### src/rtl/boot_pkg.sv
package boot_pkg;
  typedef enum logic [1:0] {
    CAUSE_POR = 2'b00,
    CAUSE_PIN = 2'b01,
    CAUSE_WDT = 2'b10,
    CAUSE_SW  = 2'b11
  } rst_cause_e;

  typedef enum logic [1:0] {
    ST_IDLE    = 2'b00,
    ST_COLLECT = 2'b01,
    ST_DECIDED = 2'b10
  } boot_state_e;

  typedef struct packed {
    logic run_user;
    logic enter_loader;
    logic page0_err;
  } verdict_t;
endpackage

### src/rtl/page0_sum.sv
module page0_sum #(
  parameter int PAGE_HW      = 256,
  parameter int CHECK_HW_IDX = 10,
  parameter int SUM_W        = 32
) (
  input  logic             clk,
  input  logic             rst_n,
  input  logic             clear,
  input  logic             hw_valid,
  input  logic [15:0]      hw_data,
  output logic [SUM_W-1:0] sum,
  output logic             done
);
  localparam int CNT_W = $clog2(PAGE_HW + 1);
  localparam logic [CNT_W-1:0] EXC_LO = CNT_W'(CHECK_HW_IDX);
  localparam logic [CNT_W-1:0] EXC_HI = CNT_W'(CHECK_HW_IDX + 1);
  localparam logic [CNT_W-1:0] LAST   = CNT_W'(PAGE_HW - 1);

  logic [CNT_W-1:0] cnt_q, cnt_d;
  logic [SUM_W-1:0] sum_q, sum_d;
  logic             armed_q, armed_d;
  logic             done_q, done_d;
  logic             accept, excluded;

  assign accept   = armed_q && hw_valid && !clear;
  assign excluded = (cnt_q == EXC_LO) || (cnt_q == EXC_HI);

  always_comb begin
    cnt_d   = cnt_q;
    sum_d   = sum_q;
    armed_d = armed_q;
    done_d  = 1'b0;
    if (clear) begin
      cnt_d   = '0;
      sum_d   = '0;
      armed_d = 1'b1;
    end else if (accept) begin
      cnt_d = cnt_q + 1'b1;
      if (!excluded) sum_d = sum_q + SUM_W'(hw_data);
      if (cnt_q == LAST) begin
        armed_d = 1'b0;
        done_d  = 1'b1;
      end
    end
  end

  always_ff @(posedge clk or negedge rst_n) begin
    if (!rst_n) begin
      cnt_q   <= '0;
      sum_q   <= '0;
      armed_q <= 1'b0;
      done_q  <= 1'b0;
    end else begin
      cnt_q   <= cnt_d;
      sum_q   <= sum_d;
      armed_q <= armed_d;
      done_q  <= done_d;
    end
  end

  assign sum  = sum_q;
  assign done = done_q;

  // collection never runs past the page
  assert_cnt_in_page_R7: assert property (@(posedge clk) disable iff (!rst_n)
    armed_q |-> (cnt_q < CNT_W'(PAGE_HW)));
  // completion is a single-cycle pulse
  assert_done_pulse_R7: assert property (@(posedge clk) disable iff (!rst_n)
    done_q |=> !done_q);
endmodule

### src/rtl/boot_decide.sv
module boot_decide
  import boot_pkg::*;
#(
  parameter logic [31:0] CHECK_KEY = 32'h2701_1970,
  parameter int          SUM_W     = 32
) (
  input  logic             clk,
  input  logic             rst_n,
  input  logic             start,
  input  logic [1:0]       cause,
  input  logic             dl_pin,
  input  logic [31:0]      check_word,
  input  logic             sum_done,
  input  logic [SUM_W-1:0] sum,
  output logic             run_user,
  output logic             enter_loader,
  output logic             page0_error
);
  boot_state_e st_q, st_d;
  logic [1:0]  cause_q, cause_d;
  logic        pin_q, pin_d;
  logic [31:0] cw_q, cw_d;
  verdict_t    vd_q, vd_d;
  logic        key_hit, erased, sum_hit, pass, pin_ok;

  assign key_hit = (cw_q == CHECK_KEY);
  assign erased  = (cw_q == 32'hFFFF_FFFF);
  assign sum_hit = !erased && (cw_q == 32'(sum));
  assign pass    = key_hit || sum_hit;
  assign pin_ok  = ((cause_q == CAUSE_POR) || (cause_q == CAUSE_PIN)) ? !pin_q : 1'b1;

  always_comb begin
    st_d    = st_q;
    cause_d = cause_q;
    pin_d   = pin_q;
    cw_d    = cw_q;
    vd_d    = vd_q;
    if (start) begin
      st_d    = ST_COLLECT;
      cause_d = cause;
      pin_d   = dl_pin;
      cw_d    = check_word;
      vd_d    = '0;
    end else if (st_q == ST_COLLECT && sum_done) begin
      st_d              = ST_DECIDED;
      vd_d.enter_loader = pin_ok && !pass;
      vd_d.run_user     = !(pin_ok && !pass);
      vd_d.page0_err    = !pass && !erased;
    end
  end

  always_ff @(posedge clk or negedge rst_n) begin
    if (!rst_n) begin
      st_q    <= ST_IDLE;
      cause_q <= '0;
      pin_q   <= 1'b0;
      cw_q    <= '0;
      vd_q    <= '0;
    end else begin
      st_q    <= st_d;
      cause_q <= cause_d;
      pin_q   <= pin_d;
      cw_q    <= cw_d;
      vd_q    <= vd_d;
    end
  end

  assign run_user     = vd_q.run_user;
  assign enter_loader = vd_q.enter_loader;
  assign page0_error  = vd_q.page0_err;

  // never both decisions
  assert_onehot_decision_R1: assert property (@(posedge clk) disable iff (!rst_n)
    $onehot0({vd_q.run_user, vd_q.enter_loader}));
  // the key never leads to the loader
  assert_key_runs_user_R3: assert property (@(posedge clk) disable iff (!rst_n)
    (st_q == ST_DECIDED && key_hit) |-> !vd_q.enter_loader);
  // a decision holds until the next start
  assert_verdict_held_R5: assert property (@(posedge clk) disable iff (!rst_n)
    (st_q == ST_DECIDED && !start) |=> $stable(vd_q));
  // decision one cycle after the last half word
  assert_decide_timing_R7: assert property (@(posedge clk) disable iff (!rst_n)
    (st_q == ST_COLLECT && sum_done && !start) |=> (vd_q.run_user || vd_q.enter_loader));
endmodule

### src/rtl/idle_timer.sv
module idle_timer #(
  parameter int PRESCALE      = 32768,
  parameter int TIMEOUT_TICKS = 3600
) (
  input  logic clk,
  input  logic rst_n,
  input  logic enable,
  input  logic activity,
  input  logic clear,
  output logic expire
);
  localparam int PW = (PRESCALE > 1) ? $clog2(PRESCALE) : 1;
  localparam int TW = (TIMEOUT_TICKS > 1) ? $clog2(TIMEOUT_TICKS) : 1;
  localparam logic [PW-1:0] PRE_LAST  = PW'(PRESCALE - 1);
  localparam logic [TW-1:0] TICK_LAST = TW'(TIMEOUT_TICKS - 1);

  logic [PW-1:0] pre_q, pre_d;
  logic [TW-1:0] tick_q, tick_d;
  logic          exp_q, exp_d;
  logic          restart, wrap;

  assign restart = !enable || activity || clear;
  assign wrap    = (pre_q == PRE_LAST);

  always_comb begin
    pre_d  = pre_q;
    tick_d = tick_q;
    exp_d  = exp_q;
    if (restart) begin
      pre_d  = '0;
      tick_d = '0;
      exp_d  = 1'b0;
    end else if (!exp_q) begin
      pre_d = wrap ? '0 : pre_q + 1'b1;
      if (wrap) begin
        if (tick_q == TICK_LAST) exp_d = 1'b1;
        else tick_d = tick_q + 1'b1;
      end
    end
  end

  always_ff @(posedge clk or negedge rst_n) begin
    if (!rst_n) begin
      pre_q  <= '0;
      tick_q <= '0;
      exp_q  <= 1'b0;
    end else begin
      pre_q  <= pre_d;
      tick_q <= tick_d;
      exp_q  <= exp_d;
    end
  end

  assign expire = exp_q;

  // a frame always drops the request
  assert_activity_clears_R10: assert property (@(posedge clk) disable iff (!rst_n)
    activity |=> !exp_q);
  // expiry only after an enabled cycle
  assert_expire_enabled_R9: assert property (@(posedge clk) disable iff (!rst_n)
    $rose(exp_q) |-> $past(enable));
endmodule

### src/rtl/boot_mode_decider.sv
module boot_mode_decider #(
  parameter int          PAGE_HW        = 256,
  parameter int          CHECK_BYTE_OFS = 20,
  parameter logic [31:0] CHECK_KEY      = 32'h2701_1970,
  parameter int          PRESCALE       = 32768,
  parameter int          TIMEOUT_TICKS  = 3600
) (
  input  logic        clk,
  input  logic        rst_n,
  input  logic        start,
  input  logic [1:0]  cause,
  input  logic        dl_pin,
  input  logic [31:0] check_word,
  input  logic        hw_valid,
  input  logic [15:0] hw_data,
  input  logic        lin_frame_rx,
  output logic        run_user,
  output logic        enter_loader,
  output logic        page0_error,
  output logic        power_down_req
);
  localparam int CHECK_HW_IDX = CHECK_BYTE_OFS / 2;
  localparam int SUM_W        = 32;

  logic [SUM_W-1:0] sum;
  logic             sum_done;

  page0_sum #(.PAGE_HW(PAGE_HW), .CHECK_HW_IDX(CHECK_HW_IDX), .SUM_W(SUM_W)) u_sum (
    .clk(clk), .rst_n(rst_n), .clear(start), .hw_valid(hw_valid),
    .hw_data(hw_data), .sum(sum), .done(sum_done));

  boot_decide #(.CHECK_KEY(CHECK_KEY), .SUM_W(SUM_W)) u_decide (
    .clk(clk), .rst_n(rst_n), .start(start), .cause(cause), .dl_pin(dl_pin),
    .check_word(check_word), .sum_done(sum_done), .sum(sum),
    .run_user(run_user), .enter_loader(enter_loader), .page0_error(page0_error));

  idle_timer #(.PRESCALE(PRESCALE), .TIMEOUT_TICKS(TIMEOUT_TICKS)) u_timer (
    .clk(clk), .rst_n(rst_n), .enable(enter_loader), .activity(lin_frame_rx),
    .clear(start), .expire(power_down_req));

  // power-down is only requested from the loader
  assert_pd_in_loader_R9: assert property (@(posedge clk) disable iff (!rst_n)
    power_down_req |-> enter_loader);
  // an error flag always comes with a decision
  assert_err_with_decision_R1: assert property (@(posedge clk) disable iff (!rst_n)
    page0_error |-> (run_user || enter_loader));
endmodule

### config.mk
export PLATFORM = sky130hd
export DESIGN_NAME = boot_mode_decider
export DESIGN_NICKNAME = d
export VERILOG_FILES = /design/src/rtl/boot_pkg.sv /design/src/rtl/page0_sum.sv /design/src/rtl/boot_decide.sv /design/src/rtl/idle_timer.sv /design/src/rtl/boot_mode_decider.sv
export SDC_FILE = /design/constraint.sdc
export NUM_CORES = 1
export LEC_CHECK = 0
export CORE_MARGIN = 2
export CORE_UTILIZATION = 44
export CTS_CLUSTER_SIZE = 14
export DETAILED_ROUTE_END_ITERATION = 8
export GPL_TIMING_DRIVEN = 0
export PLACE_DENSITY = 0.66
export SKIP_LAST_GASP = 1
export SYNTH_ARGS = -nofsm -noshare
export SYNTH_HDL_FRONTEND = slang
export SYNTH_SLANG_ARGS = --single-unit
### constraint.sdc
create_clock -name clk -period 2.5 [get_ports clk]
set_clock_uncertainty 0.05 [all_clocks]
set_input_delay 0.625 -clock clk [delete_from_list [all_inputs] [get_ports clk]]
set_output_delay 0.625 -clock clk [all_outputs]
set_load 0.005 [all_outputs]
### Word-level counts from Yosys, hierarchy flattened

Index checks and enable logic that the tools add are counted.

* flip-flop bits (word level): 111
* input port bits: 56
* output and inout bits: 4

* $add $sub $neg: 4
* eq/ne operators: 13
* mux-type cells: 27
* reduce and logical (&&, ||, !) cells: 25

Operators by type and width (number)
* 32-bit 2-to-1 mux: 3
* 12-bit 2-to-1 mux: 4
* 15-bit 2-to-1 mux: 3
* 32-bit by 16-bit adder with 32-bit output: 1
* 32-bit by 30-bit equality test with 1-bit output (second input constant): 1
* 32-bit equality test: 1
* 32-bit equality test (second input constant): 1
* 9-bit by 4-bit equality test with 1-bit output (second input constant): 2
* 9-bit 2-to-1 mux: 2
* 15-bit by 1-bit adder with 15-bit output (second input constant): 1
* 15-bit equality test (second input constant): 1
* 12-bit by 1-bit adder with 12-bit output (second input constant): 1
* 12-bit equality test (second input constant): 1
* 1-bit 2-to-1 mux: 11
* 9-bit by 1-bit adder with 9-bit output (second input constant): 1
* 9-bit by 8-bit equality test with 1-bit output (second input constant): 1
* 2-bit nonzero test: 4
* 1-bit logical AND: 6
* 1-bit logical NOT: 6
* 3-bit 2-to-1 mux: 2
* 1-bit logical OR: 5
* 2-bit by 1-bit equality test with 1-bit output (second input constant): 2
* 2-bit 2-to-1 mux: 2
* 2-bit inequality test (second input constant): 2
* 4 further kinds: 5

### Longest topological paths before layout

* depth after elaboration: 9
* depth in mapped cells: 10
* mapped depth without buffers: 9

### Modules after synthesis

From an unflattened synthesis, not the netlist that was laid out.

* cell total of the unflattened synthesis: 638
* area, all modules: 6298.5 um2

Modules (own cells, without submodules)
* page0_sum: times used 1, cells an instance 320, area each 2811.4 um2, seq. area each 1076.0 um2
* boot_decide: times used 1, cells an instance 157, area each 1941.9 um2, seq. area each 975.9 um2
* idle_timer: times used 1, cells an instance 161, area each 1545.2 um2, seq. area each 700.7 um2

### Least setup slack after synthesis

No wires, ideal clock.

* path kind: input to register
* start point: input port hw_data[0]
* end point: register u_sum.sum_q[20], in the netlist u_sum.sum[20]
* data arrival time: 2.545 ns
* path slack: -0.220 ns
* stages on the path: 10
* path buffers: 1
* path through: ha_1 > inv_1 > fa_1 > nand2b_1 > a21oi_1 > o21ai_2 > and4_1 > buf_6 > nor4_1 > mux2_2

* longest elaborated chain between the ends: 4

RTL lines
* start, declared: RTL line boot_mode_decider.sv:15 `input logic [15:0] hw_data,`
* 32-bit by 16-bit adder with 32-bit output: RTL line page0_sum.sv:39 `if (!excluded) sum_d = sum_q + SUM_W'(hw_data);`
* 32-bit 2-to-1 mux: RTL line page0_sum.sv:39
* 32-bit 2-to-1 mux: RTL line page0_sum.sv:37 `end else if (accept) begin`
* 32-bit 2-to-1 mux: RTL line page0_sum.sv:33 `if (clear) begin`
* end signal, assigned: RTL line page0_sum.sv:55 `sum_q <= sum_d;`
* end, declared: RTL line page0_sum.sv:20 `logic [SUM_W-1:0] sum_q, sum_d;`

No other way between the ends. The select of a mux whose other input is x is not followed.
A chain may end at the register's enable or synchronous reset.

### Worst setup path in the final report

* start point: input port hw_data[0]
* end point: register u_sum.sum_q[18], in the netlist u_sum.sum[18]

Same word-level chain as after synthesis.

==> results.sh <==
export IMPL_status="finished with violations"
export IMPL_violations="setup timing"
export IMPL_synth_commonest_cells="110 x dfrtp_1, 64 x nor2_1, 52 x xor2_1"
export IMPL_grt_pass1_wl_um=27700
export IMPL_syn_area_per_cell_um2=9.96
export IMPL_critical_path_buf_inv_count=3
export IMPL_rsz0062_at_grt="yes"
export IMPL_root_buffer="clkbuf_16"
export IMPL_fin_util=0.580
export IMPL_worst_slack_ns=-0.0221
export IMPL_maxCapViolCount=0
export IMPL_hold_path_class="input pin to async pin"
export IMPL_nets=813
export IMPL_crit_type="input pin to register"
export IMPL_hold_viol=0
export IMPL_synth_most_common_cell="dfrtp_1"
export IMPL_via_per_inst=5.77
export IMPL_placementRows=43
export IMPL_path_cells="clkdlybuf4s15_2 -> ha_4 -> inv_2 -> fa_2 -> nand2b_4 -> a21oi_4 -> o21ai_4 -> and4_4 -> buf_6 -> or4_4 -> a21oi_2"
export IMPL_numCtsBuffers=9
export IMPL_synthFlopType="dfrtp_1"
export IMPL_synthArstFlopShare=1.00
export IMPL_area_growth_pct=27.5
export IMPL_whs_ns=0.201
export IMPL_first_iter_violations=384
export IMPL_portBuffers=58
export IMPL_clkSinkCount=110
export IMPL_critPathMaxStageDelay_ns=0.48
export IMPL_r2r_slack_ns=0
export IMPL_path_max_fanout=10
export IMPL_wirelength_um=16700
export IMPL_power_per_cell_area_nw_per_um2=573
export IMPL_cts_tree="yes"
export IMPL_placed_area_um2=7250
export IMPL_synthTopCellsByArea="dfrtp_1 43%, xor2_1 7.2%, mux2_2 6.7%"
export IMPL_ant_nets=0
export IMPL_placeableCoreArea_um2=14000
export IMPL_gr_usage_all_layers=0.222
export IMPL_min_period_ns=2.52
export IMPL_die_area_um2=15400
export IMPL_max_freq_ghz=0.396
export IMPL_slew_headroom=0.230
export IMPL_ctsHtreeMaxLevel=3
export IMPL_grt_max_degree=72
export IMPL_drc_errors=0
export IMPL_min_period_over_period=1.01
export IMPL_slew_viol_final=0
export IMPL_grt_pass1_vias=5439
export IMPL_clk_latency_ns=0.36
export IMPL_crit_path_end_kind="register"
export IMPL_synth_top_area_frac=0.432
export IMPL_drt_pass1_iter_count=7
export IMPL_synth_nets=717
export IMPL_critPathTopFamily="simple AND/OR/NAND/NOR gates"
export IMPL_diodes=0
export IMPL_fin_total_pwr_uw=4650
export IMPL_antenna_found_initial=0
export IMPL_wire_per_inst_um=18.2
export IMPL_critical_path_startpoint_type="input pin"
export IMPL_setup_viol_count_final=4
export IMPL_seq_area_frac_synth=0.432
export IMPL_synthDistinctLibCells=69
export IMPL_slowest_stage="or4_4"
export IMPL_die_h_um=124
export IMPL_syn_area_um2=6360
export IMPL_vias=5311
export IMPL_ios=60
export IMPL_leakage_uw=0.00329
export IMPL_synth_edff_count=0
export IMPL_gp_congestion=0.934
export IMPL_initial_core_util=0.455
export IMPL_syn_inst=639
export IMPL_yosysTopAreaCell="dfrtp_1"
export IMPL_required_ns=2.74
export IMPL_crit_arrival_ns=2.76
export IMPL_worst_pin_slew_ns=1.15
export IMPL_multi_input_area_um2=3850
export IMPL_register_area_um2=2760
export IMPL_final_area_um2=8120
export IMPL_clk_path_buf_depth=2
export IMPL_gr_total_overflow=0
export IMPL_synth_yosys_warnings=0
export IMPL_ir_drop_v=0.000348
export IMPL_die_width_um=124
export IMPL_synth_seq_cells=110
export IMPL_clkTransAtPathRegs_ns=0.08
export IMPL_hpwl_um=11800
export IMPL_num_fill_cells=1170
export IMPL_final_layout_size_suffix_gt1_frac=0.222
==> final timing paths <==
check,from,to,depth (start not counted)
worst max-delay path,hw_data[0],u_sum.sum[18],11
worst min-delay path,rst_n,u_decide.cw_q[7],1
worst max register to register,u_sum.sum[7],u_sum.sum[21],8
worst min register to register,u_timer.pre_q[14],u_timer.pre_q[14],2
max in group asynchronous,rst_n,u_sum.sum[14],2
min in group clk,u_timer.pre_q[14],u_timer.pre_q[14],2
==> worst reg2reg max path, cell delays in order (launching register included) <==
cell       delay (ns)
dfrtp_2          0.48
ha_4             0.30
and3_4           0.20
nand3_4          0.07
a2111oi_4        0.27
buf_4            0.20
o311ai_4         0.14
a2111oi_4        0.35
mux2_4           0.34
==> metal layers <==
| metal | track usage | up-vias | share of wire |
|---|---|---|---|
| met3 | 0.0704 | 35 | 0.062 |
| met1 | 0.298 | 2621 | 0.45 |
| met4 | 0.0635 | 0 | 0.017 |
| met2 | 0.347 | 150 | 0.47 |
| li1 | - | 2505 | - |
| met5 | 0 | - | 0 |
==> through the flow <==
stage	instances	TNS [ns]	setup WS (ns)
after detailed placement	878	-36.39	-0.853
after CTS	919	-0.0498	-0.0258
after global routing	920	-0.450	-0.0759
final	920	-0.0515	-0.0221
after floorplan	639	-0.431	-0.0875
after global placement	877	-417.28	-3.50
==> flip-flops by register name, summed over array words and instances (netlist names) <==
| register | cells |
|---|---|
| u_decide.cause_q | 1 |
| u_decide.page0_error | 1 |
| u_decide.st_q | 2 |
| u_sum.cnt_q | 9 |
| u_sum.armed_q | 1 |
| u_sum.sum | 32 |
| u_timer.expire | 1 |
| u_timer.pre_q | 15 |
| u_decide.cw_q | 32 |
| u_decide.enter_loader | 1 |
| u_sum.done | 1 |
| u_decide.pin_q | 1 |
| u_timer.tick_q | 12 |
| u_decide.run_user | 1 |
==> layout make-up <==
| cell class | count | share of cell area |
|---|---|---|
| multi-input cells | 489 | 0.474 |
| flip-flops and latches | 110 | 0.340 |
| repair buffers | 87 | 0.0985 |
| clock buffers | 9 | 0.0277 |
| well taps | 180 | 0.0277 |
| plain buffers | 20 | 0.0137 |
| clock inverters | 7 | 0.0102 |
| inverters | 18 | 0.00832 |
==> power by group <==
part / total, µW / switching (µW) / internal (µW)
registers: 2040 / 156 / 1880
clock network: 1500 / 704 / 794
logic: 1120 / 557 / 559
total: 4650 / 1420 / 3240
==> layout by cell type (no fill, tap or decap), types with 4 or more instances in the layout <==
cell and instances:
clkbuf_1 7, clkdlybuf4s50_1 42, a32o_1 4, clkbuf_16 9, dfrtp_1 105, buf_4 31
o21ai_0 29, mux2_2 37, nand4_1 19, inv_1 16, xor2_1 52, buf_2 4
mux2_4 4, nor3_1 6, or4_1 6, ha_1 6, and2_1 4, a21oi_2 5
a21oi_1 21, o31ai_1 9, nand3_1 19, dfrtp_2 5, nor4_1 12, o211ai_1 9
ha_4 15, xnor2_1 14, a211oi_2 4, or3_1 6, nand2_1 49, dlygate4sd2_1 8
nor2_1 62, and3_1 15, a21o_1 5, nor2b_1 9, nand2b_1 4
==> cells by family after synthesis <==
logic type	share of synthesized area
xor gates and xnor gates	0.0908
DFF	0.432
buffers and inverters	0.0261
and+or+nand+nor	0.196
AOI/OAI and AO/OA	0.134
muxes	0.0761
adders and majority gates	0.0444
==> what timing repair did <==
action,4_1_cts,5_1_grt
pin swaps,30,12
setup buffers,26,2
gates resized for setup,77,25
setup endpoints to repair,40,23
hold buffers,0,0
Note: power is estimated with default switching activity, not from simulation.
